### config.mk
export PLATFORM = sky130hd
export DESIGN_NAME = cfg_cmd_decoder
export DESIGN_NICKNAME = d
export VERILOG_FILES = /design/src/rtl/cfgdec_pkg.sv /design/src/rtl/cfgdec_match.sv /design/src/rtl/cfgdec_regs.sv /design/src/rtl/cfgdec_tone.sv /design/src/rtl/cfg_cmd_decoder.sv
export SDC_FILE = /design/constraint.sdc
export NUM_CORES = 1
export LEC_CHECK = 0
export CORE_MARGIN = 2
export CORE_UTILIZATION = 40
export CTS_CLUSTER_SIZE = 30
export DETAILED_ROUTE_END_ITERATION = 10
export PLACE_DENSITY = 0.66
export SLEW_MARGIN = 10
export SYNTH_ARGS = -nofsm -noshare
export SYNTH_HDL_FRONTEND = slang
export SYNTH_SLANG_ARGS = --single-unit
### constraint.sdc
create_clock -name clk -period 2.2 [get_ports clk]
set_input_delay 0.55 -clock clk [delete_from_list [all_inputs] [get_ports clk]]
set_output_delay 0.55 -clock clk [all_outputs]
set_load 0.02 [all_outputs]
### src/rtl/cfgdec_pkg.sv
// Package: shared command operation codes, control register layout and the
// strobe ordering used by the configuration decoder.
package cfgdec_pkg;

    localparam int CMD_W    = 9;
    localparam int NUM_STRB = 6;

    // Decoded operation for one configuration word
    typedef enum logic [4:0] {
        OP_NONE,
        OP_SYS_OFF,
        OP_SYS_ON,
        OP_LCD_OFF,
        OP_LCD_ON,
        OP_TMR_OFF,
        OP_WDT_OFF,
        OP_TMR_ON,
        OP_WDT_ON,
        OP_TONE_OFF,
        OP_TMR_CLR,
        OP_WDT_CLR,
        OP_SRC_RC,
        OP_SRC_EXT,
        OP_TONE_HI,
        OP_TONE_LO,
        OP_TEST,
        OP_NORMAL
    } op_e;

    // Control register bank
    typedef struct packed {
        logic osc_en;
        logic lcd_en;
        logic clk_ext;
        logic tone_on;
        logic tone_hi;
        logic test_mode;
    } ctrl_t;

    localparam ctrl_t CTRL_RESET = '0;

    // Strobe index order: tmr_off, wdt_off, tmr_on, wdt_on, tmr_clr, wdt_clr
    localparam op_e STRB_OP [NUM_STRB] = '{
        OP_TMR_OFF, OP_WDT_OFF, OP_TMR_ON, OP_WDT_ON, OP_TMR_CLR, OP_WDT_CLR
    };

endpackage

### src/rtl/cfgdec_match.sv
// Module: cfgdec_match
// Purely combinational pattern matcher. Compares a 9-bit configuration word
// with the command patterns, treating don't-care positions as wildcards.
// Assumes: bit 8 is the first bit on the wire; a word that matches no
// pattern maps to OP_NONE.
module cfgdec_match
    import cfgdec_pkg::*;
(
    input  logic [CMD_W-1:0] word,
    output op_e              op
);

    // Wildcard match of the word against every command pattern
    always_comb begin
        casez (word)
            9'b0000_0000_?: op = OP_SYS_OFF;
            9'b0000_0001_?: op = OP_SYS_ON;
            9'b0000_0010_?: op = OP_LCD_OFF;
            9'b0000_0011_?: op = OP_LCD_ON;
            9'b0000_0100_?: op = OP_TMR_OFF;
            9'b0000_0101_?: op = OP_WDT_OFF;
            9'b0000_0110_?: op = OP_TMR_ON;
            9'b0000_0111_?: op = OP_WDT_ON;
            9'b0000_1000_?: op = OP_TONE_OFF;
            9'b0000_1101_?: op = OP_TMR_CLR;
            9'b0000_1111_?: op = OP_WDT_CLR;
            9'b0001_10??_?: op = OP_SRC_RC;
            9'b0001_11??_?: op = OP_SRC_EXT;
            9'b010?_????_?: op = OP_TONE_HI;
            9'b0110_????_?: op = OP_TONE_LO;
            9'b1110_0000_?: op = OP_TEST;
            9'b1110_0011_?: op = OP_NORMAL;
            default:        op = OP_NONE;
        endcase
    end

endmodule

### src/rtl/cfgdec_regs.sv
// Module: cfgdec_regs
// Holds the control register bank and generates one-cycle strobes for the
// timer block. Assumes: op is valid only while cmd_valid is high; the
// system-disable operation is blocked while the external source is selected.
module cfgdec_regs
    import cfgdec_pkg::*;
(
    input  logic                clk,
    input  logic                rst_n,
    input  logic                cmd_valid,
    input  op_e                 op,
    output ctrl_t               ctrl,
    output logic [NUM_STRB-1:0] strb
);

    // Register bank update on an accepted command
    always_ff @(posedge clk) begin
        if (!rst_n) begin
            ctrl <= CTRL_RESET;
        end else if (cmd_valid) begin
            case (op)
                OP_SYS_OFF:  if (!ctrl.clk_ext) ctrl.osc_en <= 1'b0;
                OP_SYS_ON:   ctrl.osc_en    <= 1'b1;
                OP_LCD_OFF:  ctrl.lcd_en    <= 1'b0;
                OP_LCD_ON:   ctrl.lcd_en    <= 1'b1;
                OP_SRC_RC:   ctrl.clk_ext   <= 1'b0;
                OP_SRC_EXT:  ctrl.clk_ext   <= 1'b1;
                OP_TONE_OFF: ctrl.tone_on   <= 1'b0;
                OP_TONE_HI:  begin ctrl.tone_on <= 1'b1; ctrl.tone_hi <= 1'b1; end
                OP_TONE_LO:  begin ctrl.tone_on <= 1'b1; ctrl.tone_hi <= 1'b0; end
                OP_TEST:     ctrl.test_mode <= 1'b1;
                OP_NORMAL:   ctrl.test_mode <= 1'b0;
                default:     ;
            endcase
        end
    end

    // One strobe register per timer-side operation
    for (genvar g = 0; g < NUM_STRB; g++) begin : g_strb
        always_ff @(posedge clk) begin
            if (!rst_n) strb[g] <= 1'b0;
            else        strb[g] <= cmd_valid && (op == STRB_OP[g]);
        end
    end

    AST_SYSOFF_BLOCKED: assert property (@(posedge clk) disable iff (!rst_n)
        (cmd_valid && op == OP_SYS_OFF && ctrl.clk_ext) |=> (ctrl.osc_en == $past(ctrl.osc_en)));
    AST_IDLE_HOLD: assert property (@(posedge clk) disable iff (!rst_n)
        (!cmd_valid) |=> (ctrl == $past(ctrl)));
    AST_STRB_ONEHOT: assert property (@(posedge clk) disable iff (!rst_n)
        $onehot0(strb));
    AST_STRB_IDLE: assert property (@(posedge clk) disable iff (!rst_n)
        (!cmd_valid) |=> (strb == '0));

endmodule

### src/rtl/cfgdec_tone.sv
// Module: cfgdec_tone
// Divides the system clock into a complementary tone pair. Assumes: both
// half periods are at least 2 clocks; the phase restarts low whenever the
// tone is off.
module cfgdec_tone #(
    parameter int HALF_HI = 4,
    parameter int HALF_LO = 8
) (
    input  logic clk,
    input  logic rst_n,
    input  logic tone_on,
    input  logic tone_hi,
    output logic tone_pos,
    output logic tone_neg
);

    localparam int MAX_HALF = (HALF_HI > HALF_LO) ? HALF_HI : HALF_LO;
    localparam int CNT_W    = $clog2(MAX_HALF + 1);
    localparam logic [CNT_W-1:0] LIM_HI = CNT_W'(HALF_HI - 1);
    localparam logic [CNT_W-1:0] LIM_LO = CNT_W'(HALF_LO - 1);

    logic [CNT_W-1:0] cnt;
    logic             phase;
    logic [CNT_W-1:0] lim;

    // Terminal count for the selected pitch
    always_comb lim = tone_hi ? LIM_HI : LIM_LO;

    // Half-period counter and phase flip-flop
    always_ff @(posedge clk) begin
        if (!rst_n || !tone_on) begin
            cnt   <= '0;
            phase <= 1'b0;
        end else if (cnt >= lim) begin
            cnt   <= '0;
            phase <= ~phase;
        end else begin
            cnt <= cnt + 1'b1;
        end
    end

    // Gate both pins low while the tone is off
    always_comb begin
        tone_pos = tone_on & phase;
        tone_neg = tone_on & ~phase;
    end

    AST_TONE_START_LOW: assert property (@(posedge clk) disable iff (!rst_n)
        $rose(tone_on) |=> !tone_pos);
    AST_TONE_MIN_HALF: assert property (@(posedge clk) disable iff (!rst_n)
        (tone_on && $past(tone_on) && tone_pos != $past(tone_pos)) |=> (!tone_on || $stable(tone_pos)));

endmodule

### src/rtl/cfg_cmd_decoder.sv
// Module: cfg_cmd_decoder (top)
// Decodes configuration words into control registers and timer strobes and
// drives the differential buzzer tone. Assumes: clk is the 32 kHz system
// clock; cmd_valid is a single-cycle pulse from the serial port.
module cfg_cmd_decoder
    import cfgdec_pkg::*;
#(
    parameter int TONE_HALF_HI = 4,
    parameter int TONE_HALF_LO = 8
) (
    input  logic             clk,
    input  logic             rst_n,
    input  logic             cmd_valid,
    input  logic [CMD_W-1:0] cmd_word,
    output logic             osc_en,
    output logic             lcd_en,
    output logic             clk_ext,
    output logic             tone_on,
    output logic             tone_hi,
    output logic             test_mode,
    output logic             tmr_off,
    output logic             wdt_off,
    output logic             tmr_on,
    output logic             wdt_on,
    output logic             tmr_clr,
    output logic             wdt_clr,
    output logic             tone_pos,
    output logic             tone_neg
);

    op_e                 op;
    ctrl_t               ctrl;
    logic [NUM_STRB-1:0] strb;

    cfgdec_match u_match (
        .word (cmd_word),
        .op   (op)
    );

    cfgdec_regs u_regs (
        .clk       (clk),
        .rst_n     (rst_n),
        .cmd_valid (cmd_valid),
        .op        (op),
        .ctrl      (ctrl),
        .strb      (strb)
    );

    cfgdec_tone #(
        .HALF_HI (TONE_HALF_HI),
        .HALF_LO (TONE_HALF_LO)
    ) u_tone (
        .clk      (clk),
        .rst_n    (rst_n),
        .tone_on  (ctrl.tone_on),
        .tone_hi  (ctrl.tone_hi),
        .tone_pos (tone_pos),
        .tone_neg (tone_neg)
    );

    // Fan the register bank and strobes out to the ports
    always_comb begin
        osc_en    = ctrl.osc_en;
        lcd_en    = ctrl.lcd_en;
        clk_ext   = ctrl.clk_ext;
        tone_on   = ctrl.tone_on;
        tone_hi   = ctrl.tone_hi;
        test_mode = ctrl.test_mode;
        tmr_off   = strb[0];
        wdt_off   = strb[1];
        tmr_on    = strb[2];
        wdt_on    = strb[3];
        tmr_clr   = strb[4];
        wdt_clr   = strb[5];
    end

endmodule

# Word level (Yosys, flattened, before mapping)
# Cells that the tools add are included.
dict set report totals {
  in_bits 12
  register_bits 17
}
dict set report classes {
  addsub 1
  n_bitwise 3
  n_mux 9
  n_eq_ne 34
  reduce_logical 24
  order_cmp 1
}
# operator n
set ops {}
lappend ops {{one-hot mux 5 bit (17 select lines)} 1}
lappend ops {{equality test 5 x 4 -> 1 bit, second input constant} 8}
lappend ops {{equality test 8 x 3 -> 1 bit, second input constant} 4}
lappend ops {{equality test 8 x 4 -> 1 bit, second input constant} 3}
lappend ops {{equality test 5 x 3 -> 1 bit, second input constant} 4}
lappend ops {{equality test 8 x 2 -> 1 bit, second input constant} 2}
lappend ops {{equality test 8 bit, second input constant} 2}
lappend ops {{equality test 6 x 3 -> 1 bit, second input constant} 2}
lappend ops {{one-hot mux 1 bit (2 select lines)} 6}
lappend ops {{nonzero test 2 bit} 6}
lappend ops {{equality test 5 x 2 -> 1 bit, second input constant} 2}
lappend ops {{equality test 5 bit, second input constant} 2}
lappend ops {{AND reduction 2 bit} 5}
lappend ops {{equality test 8 x 1 -> 1 bit, second input constant} 1}
lappend ops {{zero test 8 bit} 1}
lappend ops {{logical AND 1 bit} 6}
lappend ops {{equality test 5 x 1 -> 1 bit, second input constant} 1}
lappend ops {{adder 4 x 1 -> 4 bit, second input constant} 1}
lappend ops {{equality test 4 x 3 -> 1 bit, second input constant} 1}
lappend ops {{>= comparator 4 bit} 1}
lappend ops {{OR reduction 2 bit} 2}
lappend ops {{equality test 3 x 2 -> 1 bit, second input constant} 1}
lappend ops {{two-way mux 3 bit} 1}
lappend ops {{AND reduction 3 bit} 1}
lappend ops {{other kinds (6)} 8}

# Longest topological paths before layout
# Gate-level depths: netlist of the first run.
dict set report depth {
  word_depth 6
  depth_mapped 7
  depth_no_buf 5
}

# Cells and area by module
# From an unflattened synthesis of the first run, not the netlist that was laid out.
dict set report unflattened {
  hier_cells 105
  area_unflattened_um2 927.1
}
# module area_per_inst_um2 cells_per_inst instances
set by_module_without_submodules {}
lappend by_module_without_submodules {cfgdec_regs 488.0 50 1}
lappend by_module_without_submodules {cfgdec_match 227.7 34 1}
lappend by_module_without_submodules {cfgdec_tone 211.5 21 1}

# Worst setup path after synthesis of the first run
# OpenSTA, ideal clock, no wires.
dict set report synth_timing {
  path_type {input port to flip-flop}
  startpoint {input cmd_word[2]}
  endpoint {register u_regs.ctrl[3] (netlist name)}
  path_buffers 2
  path_stages 7
  setup_time_ns 0.070
  arrival_time_ns 1.902
  required_time_ns 2.130
  setup_slack_ns 0.228
  path_cell_list {buf_6 -> xor2_1 -> mux2_2 -> a22o_1 -> buf_6 -> or3_1 -> a21oi_1}
}
dict set report synth_via {
  elab_chain_cells 5
  word_cells_on_any_way 19
  cone_classes {eq/ne (14); mux (2); reduce/logical (3)}
}
# element line_no
set synth_lines {}
lappend synth_lines {{start: declaration} cfg_cmd_decoder.sv:14} ;# input logic [CMD_W-1:0] cmd_word,
lappend synth_lines {{equality test 8 bit (tied with other cells)} cfgdec_match.sv:15} ;# casez (word)
lappend synth_lines {{one-hot mux 5 bit (17 select lines) *} cfgdec_match.sv:15}
lappend synth_lines {{equality test 5 x 4 -> 1 bit} cfgdec_regs.sv:21} ;# case (op)
lappend synth_lines {{nonzero test 2 bit (no line)} --}
lappend synth_lines {{AND reduction 2 bit (no line)} --}
# Mark *: on every way between the ends. The rest lies on a longest branch, timed or not.
# A chain may end at the register's enable or synchronous reset.

# Worst setup path after layout of the first run
dict set report layout_timing {
  startpoint {input cmd_word[8]}
  endpoint {register u_regs.ctrl[4] (netlist name)}
}
dict set report layout_via {
  elab_chain_cells 5
  word_cells_on_any_way 23
  cone_classes {eq/ne (18); mux (2); reduce/logical (3)}
}
# element line_no
set layout_lines {}
lappend layout_lines {{equality test 8 bit (tied with other cells)} cfgdec_match.sv:15}
lappend layout_lines {{one-hot mux 5 bit (17 select lines) *} cfgdec_match.sv:15}
lappend layout_lines {{equality test 5 x 2 -> 1 bit or equality test 5 x 3 -> 1 bit (tied branches)} cfgdec_regs.sv:21}
lappend layout_lines {{nonzero test 2 bit (no line)} --}
lappend layout_lines {{AND reduction 2 bit (no line)} --}
# Marks and branches as above.

==> run metrics, run 1 <==
# rows 17; Crit path required time 2.43 ns; Avg Inst Size Synth between 8 and 9 um2; Tcrit/Tclk final 0.970; Worst setup SP type input port; CTS tree done; diode count 0; R2R depth 4; Synth warnings 0; DR WL met2 about 1.2 mm; Max Cap Violations 0; post-synthesis adder-cell area fraction 0.0270; Syn Inst Count about 110; sequential fraction of the synthesis area 0.368; Slew HR 0.670; PwrDens ~410 mW/mm2; status completed; H-Tree Depth 1; unique cell type count in the Yosys netlist between 40 and 50; drt drc 0; largest net degree at the start of global routing 11; CP max stage cell clkdlybuf4s50_1; #FFs+latches synth 17; Max Root-Sink Buffers 2; routed length on met1 931 um; Clock Tree Root clkbuf_4; Slew @ Worst Pin 0.496 ns; CTS Hold Bufs 0; Pwr Total between 600 and 700 uW; met3 routed WL between 100 and 150 um; clk_skew 0.00238 ns; RSZ-0062 raised after global routing yes; gr ovfl total 0; CP top delay family simple AND/OR/NAND/NOR gates; mux cell area share after synthesis 0.0338; post-layout minimum cycle time 2.13 ns; Die Y-Extent approximately 52 um; I/O Buffers 24; Worst Path Class, Setup in -> reg; number of synthesized flops with an enable pin 0; Slew Limit Fails 0; CP Depth 7; min-delay worst type reg -> reg; hold depth 1; worst skew pair latency 0.28 ns; Starting DRT DRC Count 25; Vias approximately 1000; xor and xnor fraction of the mapped netlist area 0.0378; Final Hold Fails 0; maximum fanout along the worst path 4; io pins 26; final instance area around 0.0015 mm2; WP buf/inv 2; CP Cell Sequence clkdlybuf4s50_1 > buf_4 > nor4_2 > nand2b_1 > or3_1 > o2bb2a_1 > a21oi_1; f_max 0.469 GHz; Setup violations, final 0; async set or reset register ratio after synthesis 0; vias in the first global route 895; initial antenna violation count 0; Net count, final about 180; Area Overhead vs Synth 58.2%; syn_nets between 100 and 150; final WL around 2.2 mm; die width 52.1 um; CTS Buf Count 3; Post-Syn Area 926 um2; arrival time worst endpoint between 2 and 2.5 ns; LEAKAGE 0.587 nW; prevailing post-synth register cell dfxtp_1; wire per inst around 12 um; first-pass GRT wire length 3.67 mm; CTS clock-pin slew for the worst setup and hold paths approximately 0.10 ns; dpl hpwl roughly 1.8 mm; Post-Synth Simple-Gate Area 0.291; Pre-antenna DRT Iters 4; largest stage delay on the critical path around 0.42 ns; die area 0.00272 mm2; clock sinks 17; Synth Area in Compound Gates 0.195; core area 0.00219 mm2; placer congestion estimate between 0.8 and 0.9; gr usage total 0.181; Crit. End Element register; Initial Util 0.423; main combinational cell family by area after synthesis simple AND/OR/NAND/NOR gates; layout cells sized above 1 0.282; Peak VDD IR 0.000283 V; number of nets still failing antenna checks after routing 0; dpl cell area about 0.0014 mm2; vias per cell just over 5; DR top layer met4
==> area by class of cell <==
cell class,count,area [um2]
multi-input combinational,82,557
fill,187,726
timing repair buffer,58,498
tap,28,35.0
inverter,2,7.51
sequential,17,340
clock inverter,1,5.00
clock buffer,3,22.5
==> cell families (layout without fill, tap and decap cells) <==
kind of cell               count (synthesis)  count (layout)
muxes                                      3               3
adders and majority gates                  2               2
xor gates and xnor gates                   4               4
and+or+nand+nor                           46              46
AOI/OAI and AO/OA                         27              27
DFF                                       17              17
buffers and inverters                      7              64
==> path summary, 6_finish.rpt <==
kind                  start              to  slack, ns
max             cmd_word[8]  u_regs.ctrl[4]       0.07
min reg2reg   u_tone.cnt[0]   u_tone.cnt[0]       0.46
min           u_tone.cnt[0]   u_tone.cnt[0]       0.46
max reg2reg  u_regs.ctrl[1]   u_tone.cnt[2]       0.84
==> per-stage QoR <==
step,utilization,std cells,setup TNS [ns],hold slack [ns],setup WS (ns)
final,0.669,191,0,0.465,0.0663
after global routing,0.669,191,-0.0266,0.475,-0.0186
after CTS,0.660,191,0,0.464,0.0746
after detailed placement,0.648,187,-2.23,0.444,-0.231
after global placement,0.648,187,-1.92,0.436,-0.228
after floorplan,-,106,0,0.418,0.228
==> sequential cells by signal, summed over array words and instances (netlist names) <==
name	cells
u_regs.ctrl	6
u_tone.cnt	4
u_regs.strb	6
u_tone.phase	1
==> report_power, final <==
group	total [mW]	internal [mW]	switching (mW)
clock	0.163	0.0675	0.0958
sequential	0.310	0.309	0.00136
combinational	0.134	0.0759	0.0584
total	0.608	0.452	0.156
==> cells in the mapped netlist (all sizes together) (3+ instances only) <==
master  instances  area share
buf             5       0.041
nand2           6       0.024
dfxtp          17        0.37
nor3            6       0.038
nor4            3       0.027
a21oi           9       0.049
nor2           11       0.045
or3             3       0.020
nand2b          3       0.020
o21ai           5       0.027
==> timing repair <==
action                                 4_1_cts  5_1_grt
gates resized for setup                      0        4
setup buffers                                0        0
endpoints found under the hold margin        0        0
setup endpoints to repair                    0        9
==> layer usage <==
layer  up-vias  global-route usage
met3         4              0.0287
met4         0              0.0789
met5         -                   0
met1       443               0.196
met2        32               0.342
li1        508                   -
==> placed cells by master (no fill, tap or decap), drive strengths merged, types with 2 or more instances in the layout <==
cell type	count
xor2	2
clkdlybuf4s50	23
or3	3
and2	2
mux2i	2
nand2	6
nand2b	3
inv	2
a31oi	2
buf	34
xnor2	2
ha	2
a21oi	9
nor3	6
dfxtp	17
nor2b	2
clkbuf	3
o21ai	5
a211oi	2
nor4	3
nor2	11
nor4b	2
(Power assumes the default switching activity.)
==> run 2: changes to the inputs <==
--- a/config.mk
+++ b/config.mk
@@ -9,6 +9,7 @@
 export CORE_UTILIZATION = 40
 export CTS_CLUSTER_SIZE = 30
 export DETAILED_ROUTE_END_ITERATION = 10
+export GPL_TIMING_DRIVEN = 0
 export PLACE_DENSITY = 0.66
 export SLEW_MARGIN = 10
 export SYNTH_ARGS = -nofsm -noshare
==> run 2 against run 1 <==
- register-to-register slack better by 0.03 ns
- via count shrank 12%
- sequential cell count is the same
- highest routed layer unchanged
- sequential power hardly changed
- total power is 6.3% lower
- first-iteration DRC count shrank 60%
- largest power group unchanged
- global-route usage is 2.3 points lower
- critical path type unchanged
- clock-buffer cell count stayed put
==> run metrics, run 2 (synthesis results as in run 1) <==
status completed; Starting DRT DRC Count 10 (-60%); min-delay src u_tone.cnt[0]; CTS tree done; largest net degree at the start of global routing 11 (unchanged); vias in the first global route 748 (-16%); RSZ-0062 raised after global routing no; post-layout minimum cycle time 2.07 ns (-0.0650 ns); initial antenna violation count 0 (unchanged); final WL 1.98 mm (-11%); multi-input logic area 556 um2 (-0.22%); wire per inst 12.3 um (+5.7%); clk_skew 0.00131 ns (-0.00107 ns); register share of total power 0.545 (+0.035); Worst setup SP type input port; diode count 0 (unchanged); maximum fanout along the worst path 6 (+2); dpl cell area 0.00118 mm2 (-17%); die area 0.00272 mm2 (unchanged); PwrDens 457 mW/mm2 (+10%); # rows 17 (unchanged); met3 Resource Use GR 0.0259 (-0.00287); worst skew pair latency 0.29 ns (about the same); setup slack, reg-to-reg 0.87 ns (+0.03 ns); clock sinks 17 (unchanged); Crit path required time 2.42 ns (about the same); register cell area after layout 340 um2 (unchanged); io pins 26 (unchanged); CTS clock-pin slew for the worst setup and hold paths 0.10 ns (about the same); CTS Hold Bufs 0 (unchanged); Net count, final 148 (-17%); Vias 873 (-12%); placer congestion estimate 0.721 (-10%); CTS Buf Count 3 (unchanged); Comb power frac 0.167 (-0.054); Initial Util 0.423 (unchanged); CP Cell Sequence dlygate4sd2_1 > or4_4 > nor3_2 > a311oi_2 > or3_1 > nor3_1; hold slack 0.453 ns (-0.0121 ns); R2R depth 4 (unchanged); biggest regs u_regs.ctrl (6), u_regs.strb (6), u_tone.cnt (4); Finished Core Util 0.569 (-0.0994); vias per cell 5.42 (+4.9%); Peak VDD IR 0.000190 V (-33%); Max Root-Sink Buffers 2 (unchanged); Final Hold Fails 0 (unchanged); core area 0.00219 mm2 (unchanged); Top Usage Layer GRT met2; largest stage delay on the critical path 0.58 ns (+0.16 ns); Clock Tree Root clkbuf_4; most common cell after layout, fill and taps aside dfxtp_1; Max Cap Violations 0 (unchanged); number of nets still failing antenna checks after routing 0 (unchanged); Slew Limit Fails 0 (unchanged); Die Y-Extent 52.1 um (unchanged); gr ovfl total 0 (unchanged); Slew @ Worst Pin 0.456 ns (-0.0396 ns); die width 52.1 um (unchanged); Tcrit/Tclk final 0.940 (-0.0295); Fin Setup TNS 0 ns (unchanged); hold depth 1 (unchanged); Int Pwr 420 uW (-7.2%); CP max stage cell or4_4; WP buf/inv 1 (-1); Crit. End Element register; commonest non-fill, non-tap cells in the layout 17 x dfxtp_1, 16 x clkdlybuf4s50_1, 11 x nor2_1; min-delay worst type reg -> reg; I/O Buffers 22 (-8.3%); hold path endpoint u_tone.cnt[0]; routing usage on met1 0.188 (-0.00779); Worst Path Class, Setup in -> reg; CP top delay family simple AND/OR/NAND/NOR gates; Sw Pwr 150 uW (-3.7%); Area Overhead vs Synth 34.7%; drt drc 0 (unchanged); arrival time worst endpoint 2.29 ns (-0.07 ns); GR Util met2 0.281 (-0.0612); Setup violations, final 0 (unchanged); final instance area 0.00125 mm2 (-15%); Slew HR 0.696 (+0.0264); Pre-antenna DRT Iters 4 (unchanged); Filler cells 214 (+14%); H-Tree Depth 1 (unchanged); LEAKAGE 0.473 nW (-19%); sw frac 0.263 (+0.00726); gr usage total 0.159 (-0.0226); Clock Power Share 0.288 (+0.019); f_max 0.483 GHz (+3.1%); layout cells sized above 1 0.120 (-0.162); worst r2r src u_regs.ctrl[1]; R2R Path End u_tone.cnt[2]; first-pass GRT wire length 3.20 mm (-13%); dpl hpwl 1.54 mm (-17%)
run 2: cell types whose count changed in the layout (fill, tap and decap cells not counted), moves of 2 or more:
cell and change:
buf_4 -33, buf_6 +4, clkdlybuf4s50_1 -7, dlygate4sd2_1 +3, dlymetal6s2s_1 +2
run 2: worst max path at each step:
stage | from | end | slack [ns] | cells after the start
2_1_floorplan | cmd_word[2] | u_regs.ctrl[3] | 0.23 | 7
3_3_place_gp | cmd_word[8] | u_regs.strb[2] | -0.38 | 6
3_5_place_dp | cmd_word[7] | u_regs.ctrl[4] | -0.41 | 6
4_1_cts | cmd_word[1] | u_regs.ctrl[3] | 0.007 | 8
5_1_grt | cmd_word[8] | u_regs.strb[2] | 0.05 | 6
6_report | cmd_word[8] | u_regs.strb[2] | 0.13 | 6
run 2: repair_timing:
action / 4_1_cts / 5_1_grt
pin swaps: 2 / 0
setup endpoints to repair: 4 / 5
setup buffers: 1 / 0
resized for setup: 6 / 7
run 2: metrics by stage:
stage          total power, mW  std cells  setup WS [ns]
2_1_floorplan            0.372        106          0.228
3_3_place_gp             0.407        156         -0.377
3_5_place_dp             0.408        156         -0.408
4_1_cts                  0.571        161        0.00735
5_1_grt                  0.597        161         0.0462
6_report                 0.570        161          0.131
run 2: final cells by class:
type | count | area share
Inverter | 2 | 0.00602
Clock inverter | 1 | 0.00401
Multi-Input combinational cell | 82 | 0.445
Buffer | 5 | 0.0401
Clock buffer | 3 | 0.0181
Timing Repair Buffer | 23 | 0.186
Tap cell | 28 | 0.0281
Sequential cell | 17 | 0.273
run 2: metal layers:
metal	part of all wire	wire (um)	vias up
li1	-	-	443
met1	0.44	880	409
met2	0.51	1020	19
met3	0.036	72	2
met4	0.0060	12	0
met5	0	0	-
run 2: power groups by stage:
stage / sequential (mW) / combinational (mW) / clock (mW)
3_3_place_gp: 0.317 / 0.0894 / 0
4_1_cts: 0.310 / 0.0931 / 0.168
5_1_grt: 0.311 / 0.104 / 0.182
3_5_place_dp: 0.318 / 0.0901 / 0
6_report: 0.310 / 0.0952 / 0.164
2_1_floorplan: 0.319 / 0.0531 / 0
